**config.mk**
```make
export PLATFORM = sky130hd
export DESIGN_NAME = safety_err_hub
export DESIGN_NICKNAME = d
export VERILOG_FILES = /design/src/rtl/seh_pkg.sv /design/src/rtl/seh_dup_reg.sv /design/src/rtl/seh_evt_capture.sv /design/src/rtl/seh_pin_timer.sv /design/src/rtl/safety_err_hub.sv
export SDC_FILE = /design/constraint.sdc
export NUM_CORES = 1
export LEC_CHECK = 0
export CAP_MARGIN = 20
export CORE_MARGIN = 4
export CORE_UTILIZATION = 40
export DETAILED_ROUTE_END_ITERATION = 10
export HOLD_SLACK_MARGIN = 0.08
export PLACE_DENSITY = 0.56
export SYNTH_ARGS = -nofsm -noshare
export SYNTH_HDL_FRONTEND = slang
export SYNTH_SLANG_ARGS = --single-unit
export TNS_END_PERCENT = 5
```
**constraint.sdc**
```tcl
create_clock -name clk_i -period 2.7 [get_ports clk_i]
set_input_delay 0.405 -clock clk_i [delete_from_list [all_inputs] [get_ports clk_i]]
set_output_delay 0.405 -clock clk_i [all_outputs]
set_load 0.01 [all_outputs]
```
**src/rtl/seh_pkg.sv**
```systemverilog
package seh_pkg;
  localparam int unsigned REG_W  = 32;
  localparam int unsigned BANK_W = 3;

  typedef enum logic [BANK_W-1:0] {
    BANK_GLB  = 3'd0,
    BANK_MODE = 3'd1,
    BANK_PRIO = 3'd2,
    BANK_EN   = 3'd3,
    BANK_STAT = 3'd4
  } bank_e;

  localparam int unsigned GLB_CTRL   = 0;
  localparam int unsigned GLB_PINMIN = 1;
  localparam int unsigned GLB_STATE  = 2;

  typedef struct packed {
    logic shadow_hold;
    logic force_lo;
    logic force_hi;
  } ctrl_t;
endpackage

```
**src/rtl/seh_dup_reg.sv**
```systemverilog
module seh_dup_reg #(
  parameter int unsigned W = 32,
  parameter logic [W-1:0] RST_VAL = '0
) (
  input  logic         clk_i,
  input  logic         rst_ni,
  input  logic         we_i,
  input  logic         hold_i,
  input  logic [W-1:0] d_i,
  output logic [W-1:0] q_o,
  output logic         mismatch_o
);
  logic [W-1:0] pri_q, sha_q;

  always_ff @(posedge clk_i or negedge rst_ni) begin
    if (!rst_ni) begin
      pri_q <= RST_VAL;
      sha_q <= RST_VAL;
    end else if (we_i) begin
      pri_q <= d_i;
      if (!hold_i) sha_q <= d_i;
    end
  end

  assign q_o        = pri_q;
  assign mismatch_o = (pri_q != sha_q);

  assert_refresh_R8: assert property (@(posedge clk_i) disable iff (!rst_ni)
    (we_i && !hold_i) |=> !mismatch_o);

  assert_diverge_R8: assert property (@(posedge clk_i) disable iff (!rst_ni)
    $rose(mismatch_o) |-> $past(we_i && hold_i));
endmodule

```
**src/rtl/seh_evt_capture.sv**
```systemverilog
module seh_evt_capture #(
  parameter int unsigned NUM_EVT = 64
) (
  input  logic               clk_i,
  input  logic               rst_ni,
  input  logic [NUM_EVT-1:0] evt_i,
  input  logic [NUM_EVT-1:0] pulse_i,
  input  logic [NUM_EVT-1:0] clr_i,
  output logic [NUM_EVT-1:0] status_o
);
  logic [NUM_EVT-1:0] st_q;

  // pulse: sticky, set wins over clear; level: follows input
  always_ff @(posedge clk_i or negedge rst_ni) begin
    if (!rst_ni) st_q <= '0;
    else         st_q <= (pulse_i & ((st_q & ~clr_i) | evt_i)) | (~pulse_i & evt_i);
  end

  assign status_o = st_q;

  assert_sticky_R2: assert property (@(posedge clk_i) disable iff (!rst_ni)
    ((st_q & $past(st_q & pulse_i & ~clr_i)) == $past(st_q & pulse_i & ~clr_i)));

  assert_level_R1: assert property (@(posedge clk_i) disable iff (!rst_ni)
    ((st_q & ~$past(pulse_i)) == ($past(evt_i) & ~$past(pulse_i))));
endmodule

```
**src/rtl/seh_pin_timer.sv**
```systemverilog
module seh_pin_timer #(
  parameter int unsigned CNT_W = 16
) (
  input  logic             clk_i,
  input  logic             rst_ni,
  input  logic             err_i,
  input  logic [CNT_W-1:0] min_i,
  output logic             active_o
);
  logic             act_q;
  logic [CNT_W-1:0] cnt_q;

  always_ff @(posedge clk_i or negedge rst_ni) begin
    if (!rst_ni) begin
      act_q <= 1'b0;
      cnt_q <= '0;
    end else if (!act_q) begin
      if (err_i) begin
        act_q <= 1'b1;
        cnt_q <= min_i;
      end
    end else if (cnt_q != '0) begin
      cnt_q <= cnt_q - 1'b1;
    end else if (!err_i) begin
      act_q <= 1'b0;
    end
  end

  assign active_o = act_q;

  // checker-only: cycles held versus minimum latched at assertion
  logic [CNT_W:0]   held_q;
  logic [CNT_W-1:0] min_lat_q;
  always_ff @(posedge clk_i or negedge rst_ni) begin
    if (!rst_ni) begin
      held_q    <= '0;
      min_lat_q <= '0;
    end else if (!act_q && err_i) begin
      held_q    <= (CNT_W+1)'(1);
      min_lat_q <= min_i;
    end else if (act_q && held_q != '1) begin
      held_q    <= held_q + 1'b1;
    end
  end

  assert_engage_R5: assert property (@(posedge clk_i) disable iff (!rst_ni)
    (err_i && !act_q) |=> act_q);

  assert_min_hold_R6: assert property (@(posedge clk_i) disable iff (!rst_ni)
    $fell(act_q) |-> (held_q > {1'b0, min_lat_q}));
endmodule

```
**src/rtl/safety_err_hub.sv**
```systemverilog
module safety_err_hub
  import seh_pkg::*;
#(
  parameter int unsigned NUM_EVT = 64,
  parameter int unsigned CNT_W   = 16,
  parameter logic [CNT_W-1:0] PIN_MIN_RST = CNT_W'(8),
  localparam int unsigned NUM_WORDS = NUM_EVT / REG_W,
  localparam int unsigned IDX_W  = ($clog2(NUM_WORDS) > 2) ? $clog2(NUM_WORDS) : 2,
  localparam int unsigned ADDR_W = BANK_W + IDX_W
) (
  input  logic               clk_i,
  input  logic               rst_ni,
  input  logic [NUM_EVT-1:0] evt_i,
  input  logic               reg_we_i,
  input  logic [ADDR_W-1:0]  reg_addr_i,
  input  logic [REG_W-1:0]   reg_wdata_i,
  output logic [REG_W-1:0]   reg_rdata_o,
  output logic               irq_hi_o,
  output logic               irq_lo_o,
  output logic               err_pin_no
);
  bank_e              bank;
  logic [IDX_W-1:0]   widx;
  logic               wr_glb;
  ctrl_t              ctrl_q;
  logic [CNT_W-1:0]   pin_min;
  logic               pin_min_mm;
  logic [NUM_EVT-1:0] pulse_q, prio, en, clr, status;
  logic [NUM_WORDS-1:0] prio_mm, en_mm;
  logic               cfg_err, hi_err, lo_err, pin_act;

  assign bank   = bank_e'(reg_addr_i[ADDR_W-1:IDX_W]);
  assign widx   = reg_addr_i[IDX_W-1:0];
  assign wr_glb = reg_we_i && (bank == BANK_GLB);

  always_ff @(posedge clk_i or negedge rst_ni) begin
    if (!rst_ni) ctrl_q <= '0;
    else if (wr_glb && widx == IDX_W'(GLB_CTRL)) ctrl_q <= ctrl_t'(reg_wdata_i[2:0]);
  end

  seh_dup_reg #(.W(CNT_W), .RST_VAL(PIN_MIN_RST)) u_pin_min (
    .clk_i, .rst_ni,
    .we_i      (wr_glb && widx == IDX_W'(GLB_PINMIN)),
    .hold_i    (ctrl_q.shadow_hold),
    .d_i       (reg_wdata_i[CNT_W-1:0]),
    .q_o       (pin_min),
    .mismatch_o(pin_min_mm)
  );

  for (genvar w = 0; w < NUM_WORDS; w++) begin : g_word
    logic sel;
    logic [REG_W-1:0] mode_q;
    assign sel = (widx == IDX_W'(w));

    always_ff @(posedge clk_i or negedge rst_ni) begin
      if (!rst_ni) mode_q <= '0;
      else if (reg_we_i && bank == BANK_MODE && sel) mode_q <= reg_wdata_i;
    end
    assign pulse_q[w*REG_W +: REG_W] = mode_q;

    seh_dup_reg #(.W(REG_W)) u_prio (
      .clk_i, .rst_ni,
      .we_i      (reg_we_i && bank == BANK_PRIO && sel),
      .hold_i    (ctrl_q.shadow_hold),
      .d_i       (reg_wdata_i),
      .q_o       (prio[w*REG_W +: REG_W]),
      .mismatch_o(prio_mm[w])
    );

    seh_dup_reg #(.W(REG_W)) u_en (
      .clk_i, .rst_ni,
      .we_i      (reg_we_i && bank == BANK_EN && sel),
      .hold_i    (ctrl_q.shadow_hold),
      .d_i       (reg_wdata_i),
      .q_o       (en[w*REG_W +: REG_W]),
      .mismatch_o(en_mm[w])
    );

    assign clr[w*REG_W +: REG_W] = (reg_we_i && bank == BANK_STAT && sel) ? reg_wdata_i : '0;
  end

  seh_evt_capture #(.NUM_EVT(NUM_EVT)) u_cap (
    .clk_i, .rst_ni,
    .evt_i   (evt_i),
    .pulse_i (pulse_q),
    .clr_i   (clr),
    .status_o(status)
  );

  assign cfg_err = pin_min_mm | (|prio_mm) | (|en_mm);
  assign hi_err  = (|(status & en & prio))  | ctrl_q.force_hi | cfg_err;
  assign lo_err  = (|(status & en & ~prio)) | ctrl_q.force_lo;

  seh_pin_timer #(.CNT_W(CNT_W)) u_pin (
    .clk_i, .rst_ni,
    .err_i   (hi_err),
    .min_i   (pin_min),
    .active_o(pin_act)
  );

  assign irq_hi_o   = hi_err;
  assign irq_lo_o   = lo_err;
  assign err_pin_no = ~pin_act;

  always_comb begin
    reg_rdata_o = '0;
    case (bank)
      BANK_GLB: begin
        if (widx == IDX_W'(GLB_CTRL))   reg_rdata_o = {29'b0, ctrl_q};
        if (widx == IDX_W'(GLB_PINMIN)) reg_rdata_o = REG_W'(pin_min);
        if (widx == IDX_W'(GLB_STATE))  reg_rdata_o = {28'b0, lo_err, hi_err, cfg_err, pin_act};
      end
      BANK_MODE: for (int w = 0; w < NUM_WORDS; w++)
        if (widx == IDX_W'(w)) reg_rdata_o = pulse_q[w*REG_W +: REG_W];
      BANK_PRIO: for (int w = 0; w < NUM_WORDS; w++)
        if (widx == IDX_W'(w)) reg_rdata_o = prio[w*REG_W +: REG_W];
      BANK_EN: for (int w = 0; w < NUM_WORDS; w++)
        if (widx == IDX_W'(w)) reg_rdata_o = en[w*REG_W +: REG_W];
      BANK_STAT: for (int w = 0; w < NUM_WORDS; w++)
        if (widx == IDX_W'(w)) reg_rdata_o = status[w*REG_W +: REG_W];
      default: reg_rdata_o = '0;
    endcase
  end

  assert_pin_follows_R5: assert property (@(posedge clk_i) disable iff (!rst_ni)
    irq_hi_o |=> !err_pin_no);
endmodule

```
# Word level (Yosys, flattened, before mapping)
# Cells that the tools add are included.
dict set report op_classes {
  addsub 1
  n_eq_ne 12
  n_mux 20
  n_bitwise 18
  n_reduce_logical 29
}
# op count
set op_table {}
lappend op_table {{bitwise AND 64 bit} 6}
lappend op_table {{2-to-1 mux 32 bit} 12}
lappend op_table {{NOT 64 bit} 3}
lappend op_table {{one-hot mux 32 bit (5 select lines)} 1}
lappend op_table {{!= test 32 bit} 4}
lappend op_table {{OR 64 bit} 2}
lappend op_table {{OR reduction 64 bit} 2}
lappend op_table {{2-to-1 mux 16 bit} 3}
lappend op_table {{!= test 16 bit} 1}
lappend op_table {{nonzero test 16 bit} 1}
lappend op_table {{subtractor 16 x 1 -> 16 bit, second input constant} 1}
lappend op_table {{logical AND 1 bit} 15}
lappend op_table {{AND reduction 2 bit} 6}
lappend op_table {{equality test 3 x 2 -> 1 bit, second input constant} 2}
lappend op_table {{OR 1 bit} 5}
lappend op_table {{OR reduction 2 bit} 2}
lappend op_table {{equality test 3 x 1 -> 1 bit, second input constant} 1}
lappend op_table {{equality test 3 bit, second input constant} 1}
lappend op_table {{zero test 3 bit} 1}
lappend op_table {{2-to-1 mux 1 bit} 3}
lappend op_table {{2-to-1 mux 3 bit} 1}
lappend op_table {{equality test 2 x 1 -> 1 bit, second input constant} 1}
lappend op_table {{equality test 2 bit, second input constant} 1}
lappend op_table {{zero test 2 bit} 1}
lappend op_table {{3 further kinds} 4}
dict set report totals {
  ff_bits 436
  inputBits 104
  output_inout_bits 35
  elab_cells 98
}

# Logic depth before layout (Yosys ltp)
dict set report logic_depth {
  depth_word 9
  ltp_mapped 10
  ltp_nobuf 9
}

# By module
# From an unflattened synthesis, not the netlist that was laid out.
dict set report hier_totals {
  hier_cells 1838
  hier_area_um2 22669.2
}
# module instances cells_each area_per_inst_um2
set modules_own_cells {}
lappend modules_own_cells {{seh_dup_reg at g_word[0].u_en ...} 4 180 2866.5}
lappend modules_own_cells {safety_err_hub 1 716 6237.2}
lappend modules_own_cells {seh_evt_capture 1 192 2401.1}
lappend modules_own_cells {{seh_dup_reg at u_pin_min} 1 90 1433.9}
lappend modules_own_cells {seh_pin_timer 1 120 1131.1}

# Worst setup path after synthesis
# OpenSTA, ideal clock, no wires.
dict set report synth_timing {
  kind {register to output}
  start {register g_word[1].u_prio.pri_q[14]}
  end {output reg_rdata_o[2]}
  t_arrival_ps 2030
  slack_ps 265
  path_stages_with_launch 8
  cell_sequence {dfrtp_1 -> and3_1 -> a31oi_1 -> nand4_1 -> or4_4 -> nor2_2 -> nand2_2 -> a2111o_1}
}
dict set report synth_between {
  elab_chain_cells 7
}
# item line_no
set synth_lines {}
lappend synth_lines {{start: declaration} seh_dup_reg.sv:13} ;# logic [W-1:0] pri_q, sha_q;
lappend synth_lines {{start signal: assignment} seh_dup_reg.sv:20} ;# pri_q <= d_i;
lappend synth_lines {{!= test 32 bit} seh_dup_reg.sv:26} ;# assign mismatch_o = (pri_q != sha_q);
lappend synth_lines {{OR reduction 2 bit} safety_err_hub.sv:90} ;# assign cfg_err = pin_min_mm | (|prio_mm) | (|en_mm);
lappend synth_lines {{OR 1 bit (2 in series)} safety_err_hub.sv:90}
lappend synth_lines {{OR 1 bit (*)} safety_err_hub.sv:91} ;# assign hi_err = (|(status & en & prio)) | ctrl_q.force_hi | cfg_err;
lappend synth_lines {{2-to-1 mux 32 bit (*)} safety_err_hub.sv:111} ;# if (widx == IDX_W'(GLB_STATE)) reg_rdata_o = {28'b0, lo_err, hi_err, cfg_err, pin_act};
lappend synth_lines {{one-hot mux 32 bit (5 select lines) (*)} safety_err_hub.sv:107} ;# case (bank)
lappend synth_lines {{end: declaration} safety_err_hub.sv:17} ;# output logic [REG_W-1:0] reg_rdata_o,
# Every way passes the cells marked *; elsewhere a longest branch is shown, timed or not.

# Worst setup path after layout
dict set report layout_timing {
  start {register g_word[0].u_en.pri_q[13]}
  end {output reg_rdata_o[2]}
}
dict set report layout_between {
  elab_chain_cells 7
}
# item line_no
set layout_lines {}
lappend layout_lines {{start: declaration} seh_dup_reg.sv:13}
lappend layout_lines {{start signal: assignment} seh_dup_reg.sv:20}
lappend layout_lines {{bitwise AND 64 bit (2 in series)} safety_err_hub.sv:91}
lappend layout_lines {{OR reduction 64 bit} safety_err_hub.sv:91}
lappend layout_lines {{OR 1 bit} safety_err_hub.sv:91}
lappend layout_lines {{OR 1 bit (*)} safety_err_hub.sv:91}
lappend layout_lines {{2-to-1 mux 32 bit (*)} safety_err_hub.sv:111}
lappend layout_lines {{one-hot mux 32 bit (5 select lines) (*)} safety_err_hub.sv:107}
# Marked as above.

==> results.sh <==
export IMPL_irDropWorstVdd_uv=496.1
export IMPL_overflow=0
export IMPL_synth_area_leaders="dfrtp_1, mux2_1, xor2_1"
export IMPL_worst_slew_pin_slew_ns=0.8492
export IMPL_ys_seq_elements=436
export IMPL_synthDistinctLibCells=60
export IMPL_hpwl_um=69170
export IMPL_cp_arrival_ns=3.15
export IMPL_cts_sinks=436
export IMPL_first_pass_iters=5
export IMPL_clock_skew_ns=0.02460
export IMPL_start_util=0.4078
export IMPL_critPathKind="flip-flop to primary output"
export IMPL_finalNonFillerCells=2991
export IMPL_crit_start="g_word[0].u_en.q_o[13]"
export IMPL_root_buffer="clkbuf_16"
export IMPL_gp_congestion=1.030
export IMPL_status="finished with violations"
export IMPL_drc_errors=0
export IMPL_syn_nets=1915
export IMPL_slew_headroom=0.4321
export IMPL_grt_pass1_wl_um=130800
export IMPL_power_leakage_nw=13.56
export IMPL_rows=84
export IMPL_via_per_inst=5.940
export IMPL_synth_simple_gate_area_frac=0.08874
export IMPL_synth_xor_area_frac=0.06204
export IMPL_synthTopCellsByCount="dfrtp_1, mux2_1, nand2_1"
export IMPL_ios=139
export IMPL_coreArea_mm2=0.05297
export IMPL_finalCritPeriodShare=1.317
export IMPL_grt_max_degree=79
export IMPL_dp_cells=2897
export IMPL_power_density_mw_per_mm2=754.5
export IMPL_hp_class="primary input to flip-flop"
export IMPL_cts_tree="yes"
export IMPL_grtUsageTotal=0.3141
export IMPL_hold_viol_final=0
export IMPL_async_reset_ff_frac=1.000
export IMPL_routedWlPerCell_um=30.34
export IMPL_area_growth_pct=33.22
export IMPL_antenna_found_initial=2
export IMPL_synth_top_cell_area_share=0.5028
export IMPL_finalNetCount=2370
export IMPL_synth_edff_count=0
export IMPL_yosysMostFrequentCell="dfrtp_1"
export IMPL_yosys_warnings=0
export IMPL_clk_pin_slew_ns=0.06
export IMPL_min_period_ns=3.555
export IMPL_cts_max_level=2
export IMPL_fin_ws_ns=-0.8546
export IMPL_rsz0062_at_grt="yes"
export IMPL_syn_inst=1810
export IMPL_synth_fa_ha_area_frac=0.0005793
export IMPL_via_count=17770
export IMPL_clock_latency_ns=0.61
export IMPL_crit_path_start_kind="flip-flop"
export IMPL_antenna_left=0
export IMPL_max_freq_mhz=281.3
export IMPL_tns_ns=-3.956
export IMPL_slew_viol_final=0
export IMPL_synth_compound_area_frac=0.09796
export IMPL_end_kind="primary output"
export IMPL_synth_top_family_by_area="multiplexers"
export IMPL_worstHoldStart="evt_i[26]"
export IMPL_crit_fanout=2
export IMPL_dieWidth_um=240.4
export IMPL_maxCapViolations=0
export IMPL_dieHeight_um=240.4
export IMPL_die_area_mm2=0.05778
export IMPL_synth_flop_cell="dfrtp_1"
export IMPL_synth_area_leader_cell="dfrtp_1"
export IMPL_first_iter_violations=1655
export IMPL_diodes=0
export IMPL_grt_pass1_vias=18190
export IMPL_ys_seq_area_frac=0.5052
export IMPL_final_util=0.5432
export IMPL_violations="setup timing"
export IMPL_cts_buffers=51
export IMPL_port_buffers=138
export IMPL_whs_ns=0.3668
export IMPL_clock_path_buffers=3
export IMPL_drive_gt1_frac=0.2410
export IMPL_wl_um=90750
export IMPL_syn_area_mm2=0.02160
export IMPL_post_synth_mux_area_share=0.2217
export IMPL_setup_viol=14
export IMPL_r2r_start="g_word[0].u_en.q_o[13]"
export IMPL_synth_avg_cell_area_um2=11.93
export IMPL_required_ns=2.30
## cell usage in the layout, fill, tap and decap left out, types with 9 or more instances in the layout
master,count
o22ai_1,86
clkbuf_8,12
nand3_1,69
clkbuf_1,14
clkbuf_16,51
nor4_1,42
a31o_1,64
clkbuf_2,10
mux2i_1,77
a211o_1,11
dfrtp_1,432
buf_12,52
nand2_1,151
clkdlybuf4s50_1,99
xor2_1,143
xnor2_1,9
buf_4,328
mux2_1,352
clkinv_2,9
nor2_1,19
a22oi_1,47
nand4_1,26
o211ai_2,10
or2_1,16
dlygate4sd2_1,20
## cell families (layout without fill, tap and decap cells)
group / count (synthesis) / in the layout
adders and majority gates: 1 / 1
xor gates and xnor gates: 153 / 153
and+or+nand+nor: 390 / 390
DFF: 436 / 436
muxes: 434 / 434
buffers and inverters: 127 / 620
AOI/OAI and AO/OA: 269 / 269
## through the flow
stage	setup WS, ns	area (um^2)	power, W
after CTS	-0.9263	28710	0.02166
after floorplan	0.2651	21600	0.01133
after global placement	-0.8618	26920	0.01468
final	-0.8546	28780	0.02171
after global routing	-0.9443	28780	0.02254
after detailed placement	-0.7817	26920	0.01480
## power by group
part	switching, W	internal (W)	total, W	leakage (nW)
clock	0.00286	0.00390	0.00677	0.803
sequential	0.00108	0.00781	0.00889	5.46
combinational	0.00325	0.00281	0.00606	7.30
## layout make-up
type | count | area (um^2)
Inverter | 9 | 33.78
Tap cell | 688 | 860.8
Multi-Input combinational cell | 1247 | 10500
Clock inverter | 14 | 125.1
Fill cell | 4629 | 24200
Clock buffer | 77 | 1494
Timing Repair Buffer | 520 | 4843
Sequential cell | 436 | 10920
## worst max-delay path, stage by stage (launching register included)
cell and delay [ns]:
dfrtp_1 0.40, xor2_1 0.18, nor4_2 0.38, buf_4 0.18, nand4_1 0.13, nor4_4 0.33, buf_4 0.16, and3_4 0.20
nand2_4 0.05, a2111o_1 0.40, buf_6 0.14
## registers in the layout (all words and copies together) (netlist names)
| name | count |
|---|---|
| u_pin.active_o | 1 |
| g_word.u_prio.q_o | 64 |
| u_pin_min.sha_q | 16 |
| ctrl_q | 3 |
| u_pin_min.q_o | 16 |
| g_word.u_en.q_o | 64 |
| u_pin.cnt_q | 16 |
| u_cap.status_o | 64 |
| g_word.u_en.sha_q | 64 |
| g_word.mode_q | 64 |
| g_word.u_prio.sha_q | 64 |
## final timing paths
kind                                              end  slack [ns]  cells after the start
max                                    reg_rdata_o[2]       -0.85                     10
min                                u_cap.status_o[26]        0.37                      2
max reg2reg                           u_pin.cnt_q[14]       -0.11                     12
min reg2reg                g_word[0].u_prio.sha_q[15]        0.50                      1
max in group asynchronous    g_word[1].u_prio.q_o[31]        1.41                      3
min in group asynchronous           u_pin_min.q_o[13]        0.45                      2
## repair_timing
| action | CTS | global route |
|---|---|---|
| pin swaps | 10 | 4 |
| buffers inserted | 2 | 0 |
| setup endpoints to repair | 48 | 47 |
| gates resized for setup | 86 | 37 |
| hold buffers | 1 | 0 |
| endpoints found under the hold margin | 62 | 0 |
| gates cloned | 0 | 0 |
## layer usage
layer / part of all wire / vias up / wire [um] / track usage
li1: - / 7611 / - / -
met1: 0.43 / 9230 / 39070 / 0.4393
met2: 0.45 / 755 / 41060 / 0.4889
met3: 0.068 / 172 / 6154 / 0.04875
met4: 0.049 / 0 / 4470 / 0.1329
met5: 0 / - / 0 / 0
Note: power is estimated with default switching activity, not from simulation.
